<file path="src/rtl/iotlb_cache.sv">
module iotlb_cache #(
  parameter int ENTRIES = 16,
  parameter int SID_W   = 16,
  parameter int VPN_W   = 36,
  parameter int PPN_W   = 28,
  parameter int CNT_W   = 32
) (
  input  logic             clk,
  input  logic             rst_n,
  input  logic             lk_valid,
  input  logic [SID_W-1:0] lk_sid,
  input  logic [VPN_W-1:0] lk_vpn,
  input  logic [1:0]       lk_acc,
  input  logic             inv_valid,
  input  logic [1:0]       inv_kind,
  input  logic [SID_W-1:0] inv_sid,
  input  logic [VPN_W-1:0] inv_vpn,
  input  logic             ins_valid,
  input  logic [SID_W-1:0] ins_sid,
  input  logic [VPN_W-1:0] ins_vpn,
  input  logic [PPN_W-1:0] ins_ppn,
  input  logic [1:0]       ins_size,
  input  logic [2:0]       ins_perm,
  output logic             res_hit,
  output logic             res_miss,
  output logic [PPN_W-1:0] res_ppn,
  output logic [1:0]       res_size,
  output logic [2:0]       res_perm,
  output logic             res_allow,
  output logic [CNT_W-1:0] hit_count,
  output logic [CNT_W-1:0] miss_count
);
  localparam int IDX_W = $clog2(ENTRIES);
  localparam int HI_W  = VPN_W - 18;

  function automatic logic [VPN_W-1:0] size_mask(input logic [1:0] sz);
    size_mask = '1;
    if (sz == 2'd1) size_mask[8:0] = '0;
    else if (sz != 2'd0) size_mask[17:0] = '0;
  endfunction

  logic [ENTRIES-1:0] e_v;
  logic [SID_W-1:0]   e_sid [ENTRIES];
  logic [VPN_W-1:0]   e_vpn [ENTRIES];
  logic [PPN_W-1:0]   e_ppn [ENTRIES];
  logic [1:0]         e_sz  [ENTRIES];
  logic [2:0]         e_pm  [ENTRIES];

  logic [ENTRIES-1:0] kill, live, lhit, same;
  logic [IDX_W-1:0]   hit_idx, free_idx, same_idx, ins_idx, rr_ptr;
  logic [SID_W-1:0]   pend_sid;
  logic [HI_W-1:0]    pend_hi;
  logic               pend_stale;

  wire inv_on = inv_valid && inv_kind != 2'd3;

  for (genvar i = 0; i < ENTRIES; i++) begin : g_ent
    assign kill[i] = inv_on && e_v[i] && (inv_kind == 2'd0 || (e_sid[i] == inv_sid &&
                     (inv_kind == 2'd1 || ((e_vpn[i] ^ inv_vpn) & size_mask(e_sz[i])) == '0)));
    assign live[i] = e_v[i] && !kill[i];
    assign lhit[i] = live[i] && e_sid[i] == lk_sid &&
                     ((e_vpn[i] ^ lk_vpn) & size_mask(e_sz[i])) == '0;
    assign same[i] = live[i] && e_sid[i] == ins_sid && e_sz[i] == ins_size &&
                     ((e_vpn[i] ^ ins_vpn) & size_mask(ins_size)) == '0;
  end

  always_comb begin
    hit_idx  = '0;
    free_idx = '0;
    same_idx = '0;
    for (int i = ENTRIES - 1; i >= 0; i--) begin
      if (lhit[i]) hit_idx = IDX_W'(i);
      if (!live[i]) free_idx = IDX_W'(i);
      if (same[i]) same_idx = IDX_W'(i);
    end
  end

  wire any_hit  = |lhit;
  wire any_same = |same;
  wire any_free = ~&live;
  assign ins_idx = any_same ? same_idx : (any_free ? free_idx : rr_ptr);

  wire ins_clash = inv_on && (inv_kind == 2'd0 || (inv_sid == ins_sid &&
                   (inv_kind == 2'd1 || ((ins_vpn ^ inv_vpn) & size_mask(ins_size)) == '0)));
  wire ins_ok    = ins_valid && !pend_stale && !ins_clash;
  wire pend_hit  = inv_on && (inv_kind == 2'd0 || (inv_sid == pend_sid &&
                   (inv_kind == 2'd1 || inv_vpn[VPN_W-1:18] == pend_hi)));

  wire [VPN_W-1:0] hmask = size_mask(e_sz[hit_idx]);
  wire [PPN_W-1:0] lo    = PPN_W'(~hmask);

  always_ff @(posedge clk) begin
    if (!rst_n) begin
      e_v        <= '0;
      rr_ptr     <= '0;
      pend_sid   <= '0;
      pend_hi    <= '0;
      pend_stale <= 1'b0;
      res_hit    <= 1'b0;
      res_miss   <= 1'b0;
      res_ppn    <= '0;
      res_size   <= '0;
      res_perm   <= '0;
      res_allow  <= 1'b0;
      hit_count  <= '0;
      miss_count <= '0;
    end else begin
      e_v <= live;
      if (ins_ok) begin
        e_v[ins_idx] <= 1'b1;
        if (!any_same) rr_ptr <= (rr_ptr == IDX_W'(ENTRIES - 1)) ? '0 : rr_ptr + 1'b1;
      end
      if (lk_valid && !any_hit) begin
        pend_sid   <= lk_sid;
        pend_hi    <= lk_vpn[VPN_W-1:18];
        pend_stale <= 1'b0;
      end else if (pend_hit) begin
        pend_stale <= 1'b1;
      end
      res_hit   <= lk_valid && any_hit;
      res_miss  <= lk_valid && !any_hit;
      res_ppn   <= any_hit ? ((e_ppn[hit_idx] & ~lo) | (PPN_W'(lk_vpn) & lo)) : '0;
      res_size  <= any_hit ? e_sz[hit_idx] : '0;
      res_perm  <= any_hit ? e_pm[hit_idx] : '0;
      res_allow <= lk_valid && any_hit && |(e_pm[hit_idx] & (3'b001 << lk_acc));
      if (lk_valid && any_hit) hit_count <= hit_count + 1'b1;
      if (lk_valid && !any_hit) miss_count <= miss_count + 1'b1;
    end
  end

  always_ff @(posedge clk) begin
    if (ins_ok) begin
      e_sid[ins_idx] <= ins_sid;
      e_vpn[ins_idx] <= ins_vpn;
      e_ppn[ins_idx] <= ins_ppn;
      e_sz[ins_idx]  <= ins_size;
      e_pm[ins_idx]  <= ins_perm;
    end
  end

  assert_hit_xor_miss_R1: assert property (@(posedge clk) disable iff (!rst_n)
    lk_valid |=> (res_hit ^ res_miss));
  assert_idle_quiet_R1: assert property (@(posedge clk) disable iff (!rst_n)
    !lk_valid |=> (!res_hit && !res_miss));
  assert_ptr_hold_R5: assert property (@(posedge clk) disable iff (!rst_n)
    !ins_valid |=> $stable(rr_ptr));
  assert_global_flush_R6: assert property (@(posedge clk) disable iff (!rst_n)
    (inv_valid && inv_kind == 2'd0 && !ins_valid) |=> (e_v == '0));
  assert_stale_drop_R8: assert property (@(posedge clk) disable iff (!rst_n)
    (ins_valid && pend_stale && !inv_valid) |=> ($countones(e_v) == $countones($past(e_v))));
  assert_count_step_R9: assert property (@(posedge clk) disable iff (!rst_n)
    lk_valid |=> (CNT_W'(hit_count + miss_count) == CNT_W'($past(hit_count) + $past(miss_count) + 1'b1)));
  assert_count_hold_R9: assert property (@(posedge clk) disable iff (!rst_n)
    !lk_valid |=> ($stable(hit_count) && $stable(miss_count)));
endmodule

</file>
<file path="config.mk">
export PLATFORM = sky130hd
export DESIGN_NAME = iotlb_cache
export DESIGN_NICKNAME = d
export VERILOG_FILES = /design/src/rtl/iotlb_cache.sv
export SDC_FILE = /design/constraint.sdc
export NUM_CORES = 2
export LEC_CHECK = 0
export ABC_AREA = 1
export CAP_MARGIN = 40
export CELL_PAD_IN_SITES_DETAIL_PLACEMENT = 1
export CELL_PAD_IN_SITES_GLOBAL_PLACEMENT = 2
export CORE_MARGIN = 1
export CORE_UTILIZATION = 45
export CTS_BUF_LIST = sky130_fd_sc_hd__clkbuf_8
export DETAILED_ROUTE_END_ITERATION = 16
export GPL_TIMING_DRIVEN = 0
export PLACE_DENSITY = 0.95
export SYNTH_ARGS = -nofsm -noshare
export SYNTH_HDL_FRONTEND = slang
export SYNTH_SLANG_ARGS = --single-unit
</file>
<file path="constraint.sdc">
create_clock -name clk -period 8.45 [get_ports clk]
set_clock_uncertainty 0.15 [all_clocks]
set_input_delay 1.2675 -clock clk [delete_from_list [all_inputs] [get_ports clk]]
set_output_delay 1.2675 -clock clk [all_outputs]
set_load 0.02 [all_outputs]
</file>
==> results.toml <==
[outcome]
status = "complete, but fails checks"
violations = "negative setup slack"

[grt]
antenna_found_initial = 35
grt_start_max_net_pins = 67
grt_overflow = 0
groute.usage.overall_pct = 52.9
grt_pass1_vias = 77333
grt_pass1_wl_um = 687000

[synthesis]
synth_top_area_share_pct = 47.4
ys_seq_area_share_pct = 51.0
synth.distinct_cells = 68
synth-seq-cells = 1515
synth-edff-count = 1360
synth_top_cell_by_area = "edfxtp_1"
synth_nets = 8758
synthFlopType = "edfxtp_1"
syn_area_um2 = 86100
netlist_instances = 8557
avgSynthCellArea_um2 = 10.1
synth.area.top_cells = "edfxtp_1 47%, xnor2_1 9.1%, xor2_1 8.8%"
yosysWarnings = 0
async_reset_ff_share_pct = 0

[worst_setup_path]
max_stage_delay_ns = 1.02
crit_path_end = "e_sid[9][15]"
path_max_fanout = 48
arrival_ns = 9.11
reg2reg_from = "e_sz[15][0]"
worst_setup_path_start_kind = "primary input"
cp_slowest_cell = "clkdlybuf4s50_1"
r2r_setup_slack_ns = 0.94
path_cells = "clkdlybuf4s50_1 > buf_8 > clkbuf_1 > clkinv_1 > nand2_1 > o2111ai_1 > nor4_1 > nand3_1 > nor2_1 > nand4_1 > nand2_1 > nor2_1 > and3_1 > buf_4 > a22oi_1 > inv_1 > nor2_1 > nand3_1 > inv_6 > buf_16"
worstSetupStartpoint = "ins_sid[10]"
end_kind = "flop"
r2r_cells = 33
reg2reg_to = "res_ppn[21]"
path_common_cell = "nor2_1"
path_class = "in2reg"
cp.required_ns = 8.95

[die]
die_w_um = 439
die_area_um2 = 193000
rows = 160
fp.dieH_um = 439
core_area_um2 = 190000
initial_utilization_pct = 45.3
ioPinCount = 298

[clock_tree]
clock-sinks = 1515
root_buffer = "clkbuf_8"
ctsLongestPathBuffers = 4
tritoncts = "yes"
post_cts_resized = 0
cts.reportedPaths.clkPinSlew_ns = 0.05
cts_setup_buffers = 0
cts_buffers = 289
postCtsHoldBufs = 0
h-tree-depth = 5
clock_latency_ns = 1.10

[routing]
wire_per_inst_um = 43.7
via_per_inst = 6.86
drt-total-wl_um = 523000
antenna_left = 0
drc = 0
vias = 82124
drt_iter0_drc = 14778
drt-pass1-iter-count = 10

[finish]
nFillCells = 20867
area_growth_pct = 15.2
final_nets = 9430
drive_gt1_share_pct = 12.1
utilization_pct = 52.2

[sta]
min_period_over_period_pct = 102
setup_ws_ns = -0.159
finalSetupViolCount = 43
period_minus_slack_ns = 8.61
rsz0062_at_grt = "no"
maxSlewHeadroom_pct = 23.8
maxSlewViolCount = 0
final.setup.tns_ns = -3.27
final_hold_viol_count = 0
max_freq_mhz = 116
max_slew.worst_pin.slew_ns = 1.14

[min_path]
hp-class = "reg2reg"

[placed_design]
post-dp-hpwl_um = 392000
gp_congestion = 1.17
dpl_worst_slack_ns = -0.320
portBuffers = 205

[power_and_ir_drop]
p_per_area_nw_per_um2 = 180
ir_drop_v = 0.000181
p_leak_uw = 0.0355

[run]
drv_cap = 0
-- final cells by class --
type	instances	area (µm²)	share of cell area, %
clock buffers	309	4250	4.29
clock inverters	188	1080	1.09
plain buffers	486	2820	2.84
inverters	618	2400	2.42
well taps	2511	3140	3.17
repair buffers	381	4410	4.45
multi-input cells	5938	37100	37.4
flip-flops and latches	1515	43900	44.3
diodes	26	65.1	0.0656
-- critical path, delay by kind of cell --
| kind | cells | cell delay [ns] |
|---|---|---|
| AO/OA/AOI/OAI | 2 | 0.49 |
| buffers and inverters | 8 | 3.91 |
| AND/OR/NAND/NOR | 10 | 3.18 |
-- metrics by stage --
stage / area (µm²) / cells / hold slack [ns] / total power, µW
final: 99200 / 11972 / 0.349 / 17800
after global routing: 99200 / 11952 / 0.370 / 17900
after CTS: 99100 / 11934 / 0.349 / 17600
after detailed placement: 93700 / 11437 / 0.341 / 10600
after global placement: 91300 / 11273 / 0.325 / 10500
after floorplan: 86100 / 8557 / 0.281 / 9430
-- worst min path at each step --
stage / cells after the start / slack (ns) / startpoint / endpoint
floorplan: 2 / 0.28 / pend_stale / pend_stale
global placement: 2 / 0.33 / pend_sid[0] / pend_sid[0]
detailed placement: 2 / 0.34 / pend_sid[11] / pend_sid[11]
CTS: 2 / 0.35 / pend_sid[11] / pend_sid[11]
global route: 2 / 0.37 / pend_sid[0] / pend_sid[0]
finish: 2 / 0.35 / pend_sid[11] / pend_sid[11]
-- synth_stat cells, types with 9 or more instances --
library cell and n:
a221oi_1 98, nor2_1 530, xnor2_1 893, nand2_2 19, inv_1 572, clkbuf_1 101
xor2_1 862, o211ai_1 137, nor3_1 97, dfxtp_1 155, o2111ai_1 32, a2111oi_0 13
o221ai_1 54, nand3_1 429, nand4_1 229, buf_6 49, inv_2 29, o21a_1 9
nor2_2 12, nand3b_1 13, o21bai_1 11, o22ai_1 299, a41oi_1 11, nand2_1 1166
buf_2 218, o21ai_1 23, a21oi_1 192, clkinv_1 15, nor4_1 261, a211oi_1 18
buf_1 33, o21ai_0 325, buf_4 82, edfxtp_1 1360, or2_2 103
-- report_power, final --
group          switching (µW)  internal, µW
registers                87.2          8240
clock network            3520          3700
logic                    1660           612
-- sequential cells by signal, summed over array words and instances, names as in the netlist, 18 cells and up --
| signal | count |
|---|---|
| e_ppn | 448 |
| e_pm | 48 |
| e_vpn | 576 |
| pend_hi | 18 |
| miss_count | 32 |
| hit_count | 32 |
| e_sz | 32 |
| e_sid | 256 |
| res_ppn | 28 |
-- cell usage in the layout, fill, tap and decap left out, types with 109 or more instances in the layout --
| cell type | count |
|---|---|
| clkdlybuf4s50_1 | 197 |
| clkbuf_8 | 309 |
| xor2_1 | 862 |
| o21ai_0 | 325 |
| buf_2 | 255 |
| o22ai_1 | 299 |
| edfxtp_1 | 1360 |
| xnor2_1 | 893 |
| nand4_1 | 229 |
| nand3_1 | 429 |
| dfxtp_1 | 155 |
| a21oi_1 | 191 |
| nand2_1 | 1166 |
| inv_1 | 636 |
| nor4_1 | 253 |
| buf_4 | 109 |
| o211ai_1 | 137 |
| nor2_1 | 530 |
-- cells by family after synthesis --
group,share of synthesized area (%)
flops,51.0
fa+ha+maj,0.0436
buf+inv,5.95
simple gates,15.8
xor+xnor,17.8
compound gates,9.33
-- per-layer routing --
| metal | routed length, µm | vias up | share of wire, % | global-route usage, % |
|---|---|---|---|---|
| met5 | 682 | - | 0.13 | 1.91 |
| met4 | 40600 | 32 | 7.8 | 32.6 |
| met3 | 85500 | 1669 | 16 | 25.5 |
| met2 | 203000 | 7809 | 39 | 70.9 |
| met1 | 193000 | 41176 | 37 | 67.6 |
| li1 | - | 31438 | - | - |
No activity file was read; power rests on OpenSTA's default activity.
